[config.mk]
export PLATFORM = sky130hd
export DESIGN_NAME = cpu_irq_mailbox
export DESIGN_NICKNAME = d
export VERILOG_FILES = /design/src/rtl/mbx_pkg.sv /design/src/rtl/mbx_reg_decode.sv /design/src/rtl/mbx_slot.sv /design/src/rtl/mbx_post.sv /design/src/rtl/cpu_irq_mailbox.sv
export SDC_FILE = /design/constraint.sdc
export NUM_CORES = 1
export LEC_CHECK = 0
export BUFFER_PORTS_ARGS = -buffer_cell sky130_fd_sc_hd__buf_2
export CORE_ASPECT_RATIO = 0.9
export CORE_MARGIN = 4
export CORE_UTILIZATION = 55
export DETAILED_ROUTE_END_ITERATION = 10
export PLACE_DENSITY = 0.74
export SLEW_MARGIN = 40
export SYNTH_ARGS = -nofsm -noshare
export SYNTH_HDL_FRONTEND = slang
export SYNTH_SLANG_ARGS = --single-unit
export TNS_END_PERCENT = 20
[constraint.sdc]
create_clock -name clk -period 7.1 [get_ports clk]
set_clock_uncertainty 0.2 [all_clocks]
set_input_delay 0 -clock clk [delete_from_list [all_inputs] [get_ports clk]]
set_output_delay 0 -clock clk [all_outputs]
set_load 0.1 [all_outputs]
[src/rtl/mbx_pkg.sv]
package mbx_pkg;
    localparam int ADDR_W   = 12;
    localparam int SRC_W    = 5;
    localparam int VEC_W    = 6;
    localparam int BUSY_BIT = 5;
    localparam int IDX_W    = 5;

    localparam logic [1:0] RGN_DATA0 = 2'd0;
    localparam logic [1:0] RGN_DATA1 = 2'd1;
    localparam logic [1:0] RGN_BUSY  = 2'd2;
    localparam logic [1:0] RGN_MISC  = 2'd3;

    localparam logic [7:0] OFS_SELF_D0   = 8'h00;
    localparam logic [7:0] OFS_SELF_D1   = 8'h08;
    localparam logic [7:0] OFS_SELF_BUSY = 8'h10;
    localparam logic [7:0] OFS_VECTOR    = 8'h18;

    typedef enum logic [2:0] {
        RK_NONE,
        RK_DATA0,
        RK_DATA1,
        RK_BUSY,
        RK_VEC
    } reg_kind_e;

    typedef enum logic {
        MB_FREE,
        MB_BUSY
    } mb_state_e;
endpackage

[src/rtl/mbx_reg_decode.sv]
module mbx_reg_decode
    import mbx_pkg::*;
#(
    parameter int NUM_CPU = 4,
    localparam int CPU_W  = (NUM_CPU > 1) ? $clog2(NUM_CPU) : 1
) (
    input  logic [ADDR_W-1:0] addr,
    input  logic [CPU_W-1:0]  req_cpu,
    output reg_kind_e         kind,
    output logic [CPU_W-1:0]  idx
);
    logic [IDX_W-1:0] raw_idx;
    logic             aligned;
    logic             in_range;

    assign raw_idx  = addr[7:3];
    assign aligned  = (addr[2:0] == 3'b000) && (addr[ADDR_W-1:10] == '0);
    assign in_range = {1'b0, raw_idx} < (IDX_W+1)'(NUM_CPU);

    always_comb begin
        kind = RK_NONE;
        idx  = raw_idx[CPU_W-1:0];
        if (aligned) begin
            unique case (addr[9:8])
                RGN_DATA0: if (in_range) kind = RK_DATA0;
                RGN_DATA1: if (in_range) kind = RK_DATA1;
                RGN_BUSY:  if (in_range) kind = RK_BUSY;
                RGN_MISC: begin
                    idx = req_cpu;
                    unique case (addr[7:0])
                        OFS_SELF_D0:   kind = RK_DATA0;
                        OFS_SELF_D1:   kind = RK_DATA1;
                        OFS_SELF_BUSY: kind = RK_BUSY;
                        OFS_VECTOR:    kind = RK_VEC;
                        default:       kind = RK_NONE;
                    endcase
                end
                default: kind = RK_NONE;
            endcase
        end
    end
endmodule

[src/rtl/mbx_slot.sv]
module mbx_slot
    import mbx_pkg::*;
#(
    parameter int DATA_W = 64
) (
    input  logic              clk,
    input  logic              rst_n,
    input  logic              take,
    input  logic [SRC_W-1:0]  src_in,
    input  logic [DATA_W-1:0] d0_in,
    input  logic [DATA_W-1:0] d1_in,
    input  logic              busy_wr,
    input  logic              busy_val,
    output logic              busy,
    output logic [SRC_W-1:0]  src_q,
    output logic [DATA_W-1:0] d0_q,
    output logic [DATA_W-1:0] d1_q
);
    mb_state_e state, state_nx;

    always_ff @(posedge clk) begin
        if (!rst_n) state <= MB_FREE;
        else        state <= state_nx;
    end

    always_comb begin
        state_nx = state;
        unique case (state)
            MB_FREE: begin
                if (take)                     state_nx = MB_BUSY;  // ACCEPT
                else if (busy_wr && busy_val) state_nx = MB_BUSY;  // SEIZE
            end
            MB_BUSY: begin
                if (busy_wr && !busy_val)     state_nx = MB_FREE;  // RELEASE
            end
            default: state_nx = MB_FREE;
        endcase
    end

    always_ff @(posedge clk) begin
        if (!rst_n) begin
            src_q <= '0;
            d0_q  <= '0;
            d1_q  <= '0;
        end else if (take) begin
            src_q <= src_in;
            d0_q  <= d0_in;
            d1_q  <= d1_in;
        end
    end

    assign busy = (state == MB_BUSY);

    // a message is only ever steered into a free mailbox
    a_r5_take_only_free: assert property (@(posedge clk) disable iff (!rst_n)
        take |-> state == MB_FREE);
    // write and message never both land on this slot in one cycle
    a_r11_write_blocks_take: assert property (@(posedge clk) disable iff (!rst_n)
        busy_wr |-> !take);
    a_r3_take_stores: assert property (@(posedge clk) disable iff (!rst_n)
        take |=> busy && src_q == $past(src_in) && d0_q == $past(d0_in)
                 && d1_q == $past(d1_in));
    a_r8_release: assert property (@(posedge clk) disable iff (!rst_n)
        busy_wr && !busy_val |=> !busy && $stable(src_q));
    a_r8_seize: assert property (@(posedge clk) disable iff (!rst_n)
        busy_wr && busy_val |=> busy && $stable(src_q));
    a_r5_busy_holds: assert property (@(posedge clk) disable iff (!rst_n)
        busy && !busy_wr |=> busy && $stable(src_q) && $stable(d0_q) && $stable(d1_q));
endmodule

[src/rtl/mbx_post.sv]
module mbx_post
    import mbx_pkg::*;
#(
    parameter int CPU_W = 2
) (
    input  logic             clk,
    input  logic             rst_n,
    input  logic             fire,
    input  logic [CPU_W-1:0] cpu_in,
    input  logic [VEC_W-1:0] vec_in,
    output logic             post_valid,
    output logic [CPU_W-1:0] post_cpu,
    output logic [VEC_W-1:0] post_vec
);
    always_ff @(posedge clk) begin
        if (!rst_n) begin
            post_valid <= 1'b0;
            post_cpu   <= '0;
            post_vec   <= '0;
        end else begin
            post_valid <= fire;
            if (fire) begin
                post_cpu <= cpu_in;
                post_vec <= vec_in;
            end
        end
    end
endmodule

[src/rtl/cpu_irq_mailbox.sv]
module cpu_irq_mailbox
    import mbx_pkg::*;
#(
    parameter int NUM_CPU = 4,
    parameter int DATA_W  = 64,
    localparam int CPU_W  = (NUM_CPU > 1) ? $clog2(NUM_CPU) : 1
) (
    input  logic              clk,
    input  logic              rst_n,
    input  logic              msg_valid,
    input  logic [CPU_W-1:0]  msg_cpu,
    input  logic [SRC_W-1:0]  msg_src,
    input  logic [DATA_W-1:0] msg_d0,
    input  logic [DATA_W-1:0] msg_d1,
    output logic              msg_accept,
    input  logic              reg_rd,
    input  logic              reg_wr,
    input  logic [ADDR_W-1:0] reg_addr,
    input  logic [CPU_W-1:0]  reg_cpu,
    input  logic [VEC_W-1:0]  reg_wdata,
    output logic [DATA_W-1:0] reg_rdata,
    output logic              post_valid,
    output logic [CPU_W-1:0]  post_cpu,
    output logic [VEC_W-1:0]  post_vec
);
    reg_kind_e        kind;
    logic [CPU_W-1:0] idx;
    logic [VEC_W-1:0] vec_q;
    logic [DATA_W-1:0] rd_nx;

    logic [NUM_CPU-1:0] busy_a;
    logic [NUM_CPU-1:0] take_a;
    logic [NUM_CPU-1:0] bwr_a;
    logic [SRC_W-1:0]   src_a [NUM_CPU];
    logic [DATA_W-1:0]  d0_a  [NUM_CPU];
    logic [DATA_W-1:0]  d1_a  [NUM_CPU];

    mbx_reg_decode #(.NUM_CPU(NUM_CPU)) u_dec (
        .addr    (reg_addr),
        .req_cpu (reg_cpu),
        .kind    (kind),
        .idx     (idx)
    );

    logic tgt_ok;
    assign tgt_ok     = {1'b0, msg_cpu} < (CPU_W+1)'(NUM_CPU);
    assign msg_accept = msg_valid && tgt_ok && !busy_a[msg_cpu] && !bwr_a[msg_cpu];

    for (genvar g = 0; g < NUM_CPU; g++) begin : g_slot
        assign take_a[g] = msg_accept && (msg_cpu == CPU_W'(g));
        assign bwr_a[g]  = reg_wr && (kind == RK_BUSY) && (idx == CPU_W'(g));

        mbx_slot #(.DATA_W(DATA_W)) u_slot (
            .clk      (clk),
            .rst_n    (rst_n),
            .take     (take_a[g]),
            .src_in   (msg_src),
            .d0_in    (msg_d0),
            .d1_in    (msg_d1),
            .busy_wr  (bwr_a[g]),
            .busy_val (reg_wdata[BUSY_BIT]),
            .busy     (busy_a[g]),
            .src_q    (src_a[g]),
            .d0_q     (d0_a[g]),
            .d1_q     (d1_a[g])
        );
    end

    always_ff @(posedge clk) begin
        if (!rst_n)                          vec_q <= '0;
        else if (reg_wr && kind == RK_VEC)   vec_q <= reg_wdata;
    end

    always_comb begin
        rd_nx = '0;
        unique case (kind)
            RK_DATA0: rd_nx = d0_a[idx];
            RK_DATA1: rd_nx = d1_a[idx];
            RK_BUSY:  rd_nx = (DATA_W'(busy_a[idx]) << BUSY_BIT) | DATA_W'(src_a[idx]);
            RK_VEC:   rd_nx = DATA_W'(vec_q);
            default:  rd_nx = '0;
        endcase
    end

    always_ff @(posedge clk) begin
        if (!rst_n)      reg_rdata <= '0;
        else if (reg_rd) reg_rdata <= rd_nx;
    end

    mbx_post #(.CPU_W(CPU_W)) u_post (
        .clk        (clk),
        .rst_n      (rst_n),
        .fire       (msg_accept),
        .cpu_in     (msg_cpu),
        .vec_in     (vec_q),
        .post_valid (post_valid),
        .post_cpu   (post_cpu),
        .post_vec   (post_vec)
    );

    a_r4_post_after_accept: assert property (@(posedge clk) disable iff (!rst_n)
        msg_accept |=> post_valid && post_cpu == $past(msg_cpu) && post_vec == $past(vec_q));
    a_r4_no_spurious_post: assert property (@(posedge clk) disable iff (!rst_n)
        !msg_accept |=> !post_valid);
    a_r6_vector_load: assert property (@(posedge clk) disable iff (!rst_n)
        reg_wr && kind == RK_VEC |=> vec_q == $past(reg_wdata));
    a_r12_rdata_holds: assert property (@(posedge clk) disable iff (!rst_n)
        !reg_rd |=> $stable(reg_rdata));
    a_r2_one_take: assert property (@(posedge clk) disable iff (!rst_n)
        $onehot0(take_a));
endmodule

# After elaboration in Yosys (flattened, before gate mapping)
# Cells that the tools add are included.
# totals
reg_bits,615
latch_bits,0
mem_bits_rw,0
romBits,0
in_bits,160
out_inout_bits,74
word_cells,117
memories,0
# op_classes
n_addsub,0
mul,0
n_div,0
order_cmp,4
n_eq_ne,16
shift,0
n_mux,40
bitwise_logic,6
n_reduce_logical,30
# ops
cell,count
binary-select mux 64 bit (select 2 bit),2
two-way mux 64 bit,4
one-hot mux 64 bit (4 select lines),1
one-hot mux 3 bit (4 select lines),2
logical AND 1 bit,21
== test 8 x 5 -> 1 bit (second input constant),2
two-way mux 1 bit,16
== test 2 bit (second input constant),6
binary-select mux 5 bit (select 2 bit),1
two-way mux 5 bit,2
== test 8 x 4 -> 1 bit (second input constant),1
logical NOT 2 bit,4
logical NOT 8 bit,1
two-way mux 2 bit,4
one-hot mux 1 bit (2 select lines),4
binary-select mux 1 bit (select 2 bit),3
== test 2 x 1 -> 1 bit (second input constant),3
== test 3 x 2 -> 1 bit (second input constant),2
less-than comparator 2 x 3 -> 1 bit (second input constant),2
OR 6 x 5 -> 6 bit,1
less-than comparator 5 x 3 -> 1 bit (second input constant),1
inverter 1 bit,4
== test 3 x 1 -> 1 bit (second input constant),1
== test 3 bit (second input constant),1
5 further kinds,7

# Depth between registers and ports, before layout
# Gate-level depths: netlist (run 1).
# depth
depth_word,14
mapped_depth,11

# Hierarchy
# From an unflattened synthesis (run 1), not the netlist that was laid out.
# unflattened
hier_cells,2509
area_unflattened_um2,27645.3
# modules_own_cells
mod,n_inst,cells_per_inst,area_per_inst_um2,seq_area_each_um2
mbx_slot,4,432,5062.4,2682.6
cpu_irq_mailbox,1,738,6965.4,1401.3
mbx_post,1,27,329.1,180.2
mbx_reg_decode,1,16,101.3,0.0

# Least setup slack after synthesis (run 1)
# No wires, ideal clock.
# synth_timing
path_kind,input port to output port
from,in reg_addr[1]
to,out msg_accept
arrival_ns,2.514
required_time_ns,6.900
path_slack_ns,4.386
cell_stages,7
n_path_buf,2
cell_sequence,or3_1 -> buf_2 -> nor4_4 -> mux4_2 -> o211ai_2 -> clkbuf_1 -> inv_1
# synth_via
elab_chain_cells,11
elab_cells_between_ends,24
# synth_lines
item,line,source
start: declaration,cpu_irq_mailbox.sv:18,"input logic [ADDR_W-1:0] reg_addr,"
== test 8 x 5 -> 1 bit (tied with other cells),mbx_reg_decode.sv:30,unique case (addr[7:0])
one-hot mux 3 bit (4 select lines),mbx_reg_decode.sv:30,
one-hot mux 3 bit (4 select lines),mbx_reg_decode.sv:24,unique case (addr[9:8])
two-way mux 3 bit,mbx_reg_decode.sv:23,if (aligned) begin
== test 3 x 2 -> 1 bit,cpu_irq_mailbox.sv:51,assign bwr_a[g] = reg_wr && (kind == RK_BUSY) && (idx == CPU_W'(g));
logical AND 1 bit (2 in a row),cpu_irq_mailbox.sv:51,
binary-select mux 1 bit (select 2 bit) (*),cpu_irq_mailbox.sv:47,assign msg_accept = msg_valid && tgt_ok && !busy_a[msg_cpu] && !bwr_a[msg_cpu];
two-way mux 1 bit (not written as such) (*),cpu_irq_mailbox.sv:47,
logical NOT 1 bit (*),cpu_irq_mailbox.sv:47,
logical AND 1 bit (*),cpu_irq_mailbox.sv:47,
end: declaration,cpu_irq_mailbox.sv:15,"output logic msg_accept,"
# Mark *: on every way between the ends. The rest lies on a longest branch, timed or not. The select of a mux whose other input is x is not followed.

# Final worst setup path (run 1)
# layout_timing
from,in reg_addr[11]
to,reg g_slot[2].u_slot.d0_q[51]
# layout_via
elab_chain_cells,11
elab_cells_between_ends,19
# layout_lines
item,line,source
logical NOT 2 bit (*),mbx_reg_decode.sv:17,assign aligned = (addr[2:0] == 3'b000) && (addr[ADDR_W-1:10] == '0);
logical AND 1 bit (*),mbx_reg_decode.sv:17,
two-way mux 3 bit,mbx_reg_decode.sv:23,
== test 3 x 2 -> 1 bit,cpu_irq_mailbox.sv:51,
logical AND 1 bit (2 in a row),cpu_irq_mailbox.sv:51,
binary-select mux 1 bit (select 2 bit) (*),cpu_irq_mailbox.sv:47,
two-way mux 1 bit (not written as such) (*),cpu_irq_mailbox.sv:47,
logical NOT 1 bit (*),cpu_irq_mailbox.sv:47,
logical AND 1 bit (*),cpu_irq_mailbox.sv:47,
logical AND 1 bit (*),cpu_irq_mailbox.sv:50,assign take_a[g] = msg_accept && (msg_cpu == CPU_W'(g));
end signal: assignment,mbx_slot.sv:47,d0_q <= d0_in;
end: declaration,mbx_slot.sv:16,"output logic [DATA_W-1:0] d0_q,"
# Marks and branches as above.
# A chain may end at the register's enable or synchronous reset.

==> flow_metrics.tcl, run 1 <==
set metrics [dict create \
    critPathMaxStageDelay_ns 0.69 \
    fmax_mhz 220 \
    fin_tns_setup_ns 0 \
    p_leak_nw 13.1 \
    seq_power_share_pct 45.8 \
    synth-edff-count 0 \
    totalPowerFinal_mw 7.93 \
    rows 78 \
    antenna_found_initial 1 \
    finish.utilization_pct 66.5 \
    place_congestion 0.866 \
    holdPathStages 4 \
    synth_seq_cells 615 \
    grt_max_degree 212 \
    design_area_um2 33800 \
    cts-root-buf "clkbuf_16" \
    max-clock-path-buffers 3 \
    place_area_um2 29600 \
    drive_above_1_share_pct 20.8 \
    syn_to_final_growth_pct 18.7 \
    fin_crit_sh_pct 63.9 \
    path_clk_slew_ns 0.06 \
    cpMaxStageDelayCell "a211o_4" \
    holdCritPathClass "in -> reg" \
    powerDensity_nw_per_um2 234 \
    wl_per_cell_um 22.4 \
    syn-num-nets 2948 \
    crit_type "in -> reg" \
    n_fill_cell 3751 \
    p_switching_mw 1.91 \
    synth_area_leaders "dfxtp_1 (43%), mux4_2 (20%), nand3_1 (9.6%)" \
    p_comb_share_pct 9.5 \
    yosysMostFrequentCell "dfxtp_1" \
    design.die.area_um2 55500 \
    grt_pass1_wl_mm 131 \
    vdd.ir_drop.worst_uv 150 \
    core_um2 50800 \
    drv_slew 0 \
    async_flop_share_pct 0 \
    num_vias 24400 \
    synthDistinctLibCells 46 \
    crit_path_end_kind "flip-flop" \
    tightest_slew_ns 0.867 \
    via_per_inst 6.51 \
    hold_ws_ns 0.0508 \
    fin_nets 3171 \
    setup_violations 0 \
    drt_iter0_drc 2467 \
    grt_pass1_vias 23900 \
    port_buffers 233 \
    path_cells "dlygate4sd3_1 > buf_2 > or4_1 > nor3_1 > and4_1 > a211o_4 > buf_12 > nand3_1 > o21ai_1 > dlygate4sd3_1" \
    gr-usage-all-layers_pct 29.7 \
    rsz0062_at_grt "no" \
    synth_top_area_share_pct 43.2 \
    required_ns 7.43 \
    cts_sinks 615 \
    ys_seq_area_share_pct 43.2 \
    hold_viol_final 0 \
    drt_pass1_iterations 6 \
    crit_top_cell "dlygate4sd3_1" \
    cts_buffers 66 \
    swShare_pct 24.0 \
    synthTopCellsByCount "dfxtp_1 (615), nand3_1 (548), o21ai_0 (472)" \
    intPower_mw 6.02 \
    maxSlewHeadroom_pct 40.6 \
    ff2ff_path_depth 7 \
    fin_crit_ns 4.54 \
    io_pins 234 \
    synth_area_um2 28500 \
    cts_htree_levels 3 \
    setup_slack_ns 2.56 \
    initial_utilization_pct 56.1 \
    die_w_um 248 \
    yosys_warnings 0 \
    ant_nets 0 \
    status "completed" \
    cap_viol_max_count 0 \
    die_h_um 224 \
    placed_cells 3428 \
    dpl.hpwl_mm 49.5 \
    worst-endpoint-arrival_ns 4.87 \
    drt-total-wl_mm 83.8 \
    pwr-share-clk_pct 44.7 \
    cts_tree "yes" \
    yosys.area.top_type "dfxtp_1" \
    clock_latency_ns 0.60 \
    syn-instance-count 2788 \
    layoutNonFillerInstCount 3741 \
    cp_max_fo 189 \
    grt_overflow 0 \
    drc 0 \
    ys.flop_type "dfxtp_1" \
    dp_slack_ns 3.16 \
    start_kind "primary input" \
    avgSynthCellArea_um2 10.2 \
]
-- cell usage in the layout (no fill, tap or decap), drive strengths merged, types with 7 or more instances in the layout --
cell type / count
a21oi: 16
inv: 11
o21ai: 546
a211o: 8
o22ai: 58
buf: 260
a22o: 58
nor2b: 7
nor2: 10
dfxtp: 615
nand2: 166
mux2i: 130
mux2: 9
a22oi: 10
nand3: 548
dlygate4sd3: 193
clkbuf: 108
mux4: 253
-- cells by family (layout without fill, tap and decap cells) --
logic type,after synthesis,count (layout),share of synthesized area [%]
xor+xnor,2,2,0.0615
compound gates,721,721,14.2
mux,392,392,24.9
simple gates,748,748,12.5
flops,615,615,43.2
other cells,0,1,0
buf+inv,310,582,5.09
-- layer usage --
| metal | global-route usage (%) | up-vias | wire length (um) |
|---|---|---|---|
| li1 | - | 11000 | - |
| met1 | 40.5 | 12000 | 33800 |
| met2 | 46.6 | 1181 | 39200 |
| met3 | 6.10 | 239 | 7290 |
| met4 | 11.9 | 0 | 3530 |
| met5 | 0 | - | 0 |
-- power groups by stage --
stage | registers, mW | logic [mW] | clock network [mW]
5_1_grt | 3.64 | 0.806 | 3.73
3_3_place_gp | 3.69 | 0.640 | 0
6_report | 3.63 | 0.751 | 3.55
4_1_cts | 3.63 | 0.735 | 3.58
3_5_place_dp | 3.70 | 0.660 | 0
2_1_floorplan | 3.69 | 0.472 | 0
-- final cells by class --
class,instances,area (um2),area share [%]
multi-input combinational,1863,14800,43.8
sequential,615,12300,36.4
timing repair buffer,455,3570,10.5
clock buffer,106,2080,6.14
tap,680,851,2.52
clock inverter,11,175,0.518
inverter,10,37.5,0.111
antenna,1,2.50,0.00740
-- worst max-delay path, delay by kind of cell --
family | cells | cell delay [ns]
AO/OA/AOI/OAI | 2 | 0.82
AND/OR/NAND/NOR | 4 | 1.96
buffers and inverters | 4 | 1.89
-- sequential cells by signal (all words and copies together), names as in the netlist --
| register | count |
|---|---|
| g_slot.u_slot.busy | 4 |
| g_slot.u_slot.d0_q | 256 |
| g_slot.u_slot.d1_q | 256 |
| g_slot.u_slot.src_q | 20 |
| reg_rdata | 64 |
| u_post.post_cpu | 2 |
| u_post.post_valid | 1 |
| u_post.post_vec | 6 |
| vec_q | 6 |
-- repair_timing --
action	4_1_cts	5_1_grt
endpoints found under the hold margin	566	0
resized for setup	0	0
buffers inserted	0	0
endpoints found under the setup margin	0	0
hold buffers	193	0
-- final timing paths --
check,from,to,slack [ns]
worst max register to register,g_slot[2].u_slot.busy,g_slot[2].u_slot.d0_q[51],3.76
worst min-delay path,msg_d1[37],g_slot[3].u_slot.d1_q[37],0.05
worst min register to register,g_slot[3].u_slot.src_q[3],g_slot[3].u_slot.src_q[3],0.27
worst max-delay path,reg_addr[11],g_slot[2].u_slot.d0_q[51],2.56
Power figures use the tool's default switching activity.
==> run 2, diff against run 1 <==
ABC_AREA = 1   (was default)
clock period = 4.4 ns   (was 7.1 ns; I/O delays follow)
==> run 2 against run 1 <==
  * Global-route usage is 2.1 points higher
  * Worst setup slack worse by 2.4 ns
  * Sequential power is 63% higher
  * Clock power is 64% higher
  * Register-to-register slack worse by 2.2 ns
  * Power is 74% higher
  * Non-clock buffer count is 2 higher
  * Critical endpoint is now g_slot[1].u_slot.d1_q[34]
  * Largest power group unchanged
==> flow_metrics.tcl, run 2 <==
set metrics [dict create \
    cp_max_fo 80 \
    initial_utilization_pct 56.1 \
    regToRegSetupSlack_ns 1.53 \
    cp_top_family "buffers and inverters" \
    ys.flop_type "dfxtp_1" \
    core_um2 59000 \
    layoutNonFillerInstCount 6310 \
    drv_slew 0 \
    vdd.ir_drop.worst_uv 260 \
    required_ns 4.68 \
    worst-endpoint-arrival_ns 4.54 \
    drc 0 \
    design_area_um2 37900 \
    min_to "reg_rdata[5]" \
    drt-total-wl_mm 105 \
    synth_top_area_share_pct 37.2 \
    wl_per_cell_um 16.7 \
    reg_top3 "g_slot.u_slot.d0_q: 256 flops, g_slot.u_slot.d1_q: 256 flops, reg_rdata: 64 flops" \
    synthDistinctLibCells 36 \
    drt_pass1_iterations 6 \
    port_buffers 233 \
    design.die.area_um2 64100 \
    placed_cells 6018 \
    start_kind "primary input" \
    hold_viol_final 0 \
    syn-num-nets 5502 \
    r2r-end "g_slot[3].u_slot.d1_q[47]" \
    grt_max_degree 195 \
    fmax_mhz 235 \
    place_area_um2 33800 \
    antenna_found_initial 0 \
    fin_tns_setup_ns 0 \
    dpl.hpwl_mm 57.8 \
    rsz0062_at_grt "no" \
    grt_pass1_wl_mm 166 \
    insertedDiodeCount 0 \
    clock_latency_ns 0.60 \
    crit_type "in -> reg" \
    cap_viol_max_count 0 \
    ys_seq_area_share_pct 37.2 \
    die_w_um 266 \
    max-clock-path-buffers 3 \
    drive_above_1_share_pct 9.86 \
    num_vias 33100 \
    synth_seq_cells 615 \
    yosys.area.top_type "dfxtp_1" \
    holdPathStages 11 \
    fin_nets 5648 \
    synth_area_um2 33100 \
    die_h_um 241 \
    fin_crit_ns 4.26 \
    r2r-start "g_slot[0].u_slot.busy" \
    crit_path_end_kind "flip-flop" \
    cts_tree "yes" \
    final_common_cell "nand2_1" \
    io_pins 234 \
    syn_to_final_growth_pct 14.6 \
    cts-root-buf "clkbuf_16" \
    drt_iter0_drc 3744 \
    synth-edff-count 0 \
    rows 84 \
    ant_nets 0 \
    grt_overflow 0 \
    n_fill_cell 5470 \
    syn-instance-count 5342 \
    critPathMaxStageDelay_ns 0.59 \
    crit_top_cell "dlygate4sd3_1" \
    layout_common_cells "nand2_1 (1598), inv_1 (981), dfxtp_1 (615), nor2_1 (588), nand4_1 (540)" \
    cts_sinks 615 \
    cts_htree_levels 3 \
    ff2ff_path_depth 8 \
    grt_pass1_vias 30300 \
    tightest_slew_ns 0.932 \
    critPathLaunch "reg_addr[6]" \
    via_per_inst 5.25 \
    cts_buffers 68 \
    holdCritPathClass "in -> reg" \
    powerDensity_nw_per_um2 365 \
    avgSynthCellArea_um2 6.19 \
    yosys_warnings 0 \
    place_congestion 0.861 \
    status "completed" \
    p_leak_nw 18.7 \
    maxSlewHeadroom_pct 37.2 \
    path_cells "dlygate4sd3_1 > buf_2 > nor2_1 > dlygate4sd3_1 > nand3_1 > dlygate4sd3_1 > a21oi_1 > dlygate4sd3_1 > nand2_1 > nor2_4 > nand3_1 > nand2_1 > nand2_2 > inv_4 > nand2_8 > nand3_4 > clkbuf_8 > nand2_1 > clkinv_1 > nor2_1" \
    synthTopCellsByCount "nand2_1 (1600), inv_1 (983), dfxtp_1 (615)" \
    finish.utilization_pct 64.3 \
    gr-usage-all-layers_pct 31.8 \
    synth_area_leaders "dfxtp_1 (37%), nand2_1 (18%), inv_1 (11%)" \
    async_flop_share_pct 0 \
    worstHoldStart "reg_addr[10]" \
    critPathBufInv 8 \
    path_clk_slew_ns 0.06 \
    fin_crit_sh_pct 96.7 \
    yosysMostFrequentCell "nand2_1" \
    cpMaxStageDelayCell "dlygate4sd3_1" \
    setup_violations 0 \
]
==> run 2: cell count changes in the layout (fill, tap and decap cells not counted), moves of 395 or more <==
cell | previous run | this run
inv_1 | 10 | 981
nor2_1 | 9 | 588
nand4_1 | 1 | 540
nand3_1 | 547 | 16
o21ai_0 | 472 | 77
nand2_1 | 166 | 1598
==> run 2: timing repair <==
action,CTS,global route
hold buffers,171,0
hold endpoints to repair,582,0
gates resized for setup,0,10
setup endpoints to repair,0,110
setup buffers,0,0
==> run 2: cells by family after synthesis <==
logic type      after synthesis  share of synthesized area [%]
buf+inv                    1615                           20.1
flops                       615                           37.2
simple gates               2776                           36.3
mux                           3                         0.0908
compound gates              333                           6.24
==> run 2: area by class of cell <==
class | instances | area [um2] | area share (%)
clock buffer | 104 | 2080 | 5.50
clock inverter | 14 | 178 | 0.469
inverter | 1234 | 4650 | 12.3
multi-input combinational | 3112 | 14100 | 37.3
sequential | 615 | 12300 | 32.5
tap | 774 | 968 | 2.56
timing repair buffer | 457 | 3570 | 9.41
==> run 2: report_power, final <==
group,total [mW],switching (mW),internal (mW)
clock network,5.83,2.34,3.49
logic,2.08,1.46,0.625
registers,5.90,0.0856,5.82
==> run 2: layer usage <==
| metal | vias up | wire length, um | GRT usage [%] |
|---|---|---|---|
| met3 | 206 | 11200 | 6.03 |
| met1 | 14900 | 45500 | 45.2 |
| met5 | - | 0 | 0 |
| li1 | 16500 | - | - |
| met2 | 1513 | 46000 | 49.7 |
| met4 | 0 | 2510 | 8.85 |
==> run 2: worst max path at each step <==
stage | endpoint | slack, ns | cells past startpoint
6_report | g_slot[1].u_slot.d1_q[34] | 0.14 | 20
5_1_grt | g_slot[3].u_slot.d0_q[33] | 0.008 | 20
4_1_cts | msg_accept | 0.14 | 18
3_5_place_dp | g_slot[1].u_slot.d0_q[33] | 1.04 | 17
3_3_place_gp | g_slot[3].u_slot.d0_q[33] | 1.14 | 16
2_1_floorplan | u_post.post_vec[0] | 2.00 | 17
==> run 2: tightest hold or removal path: stages <==
cell	delay, ns
buf_2	0.08
inv_2	0.03
nand3_1	0.09
nor2_2	0.06
nand3_1	0.10
inv_1	0.10
nand2_1	0.06
and2_1	0.14
nand2_1	0.06
nand2_1	0.05
a21oi_1	0.05
==> run 2: through the flow <==
stage,setup WS [ns],power [mW],hold WS [ns]
2_1_floorplan,2.00,7.49,-0.0969
4_1_cts,0.144,13.8,0.00393
3_5_place_dp,1.04,7.93,0.0851
5_1_grt,0.00812,14.3,0.113
6_report,0.145,13.8,0.0664
3_3_place_gp,1.14,7.90,0.0865
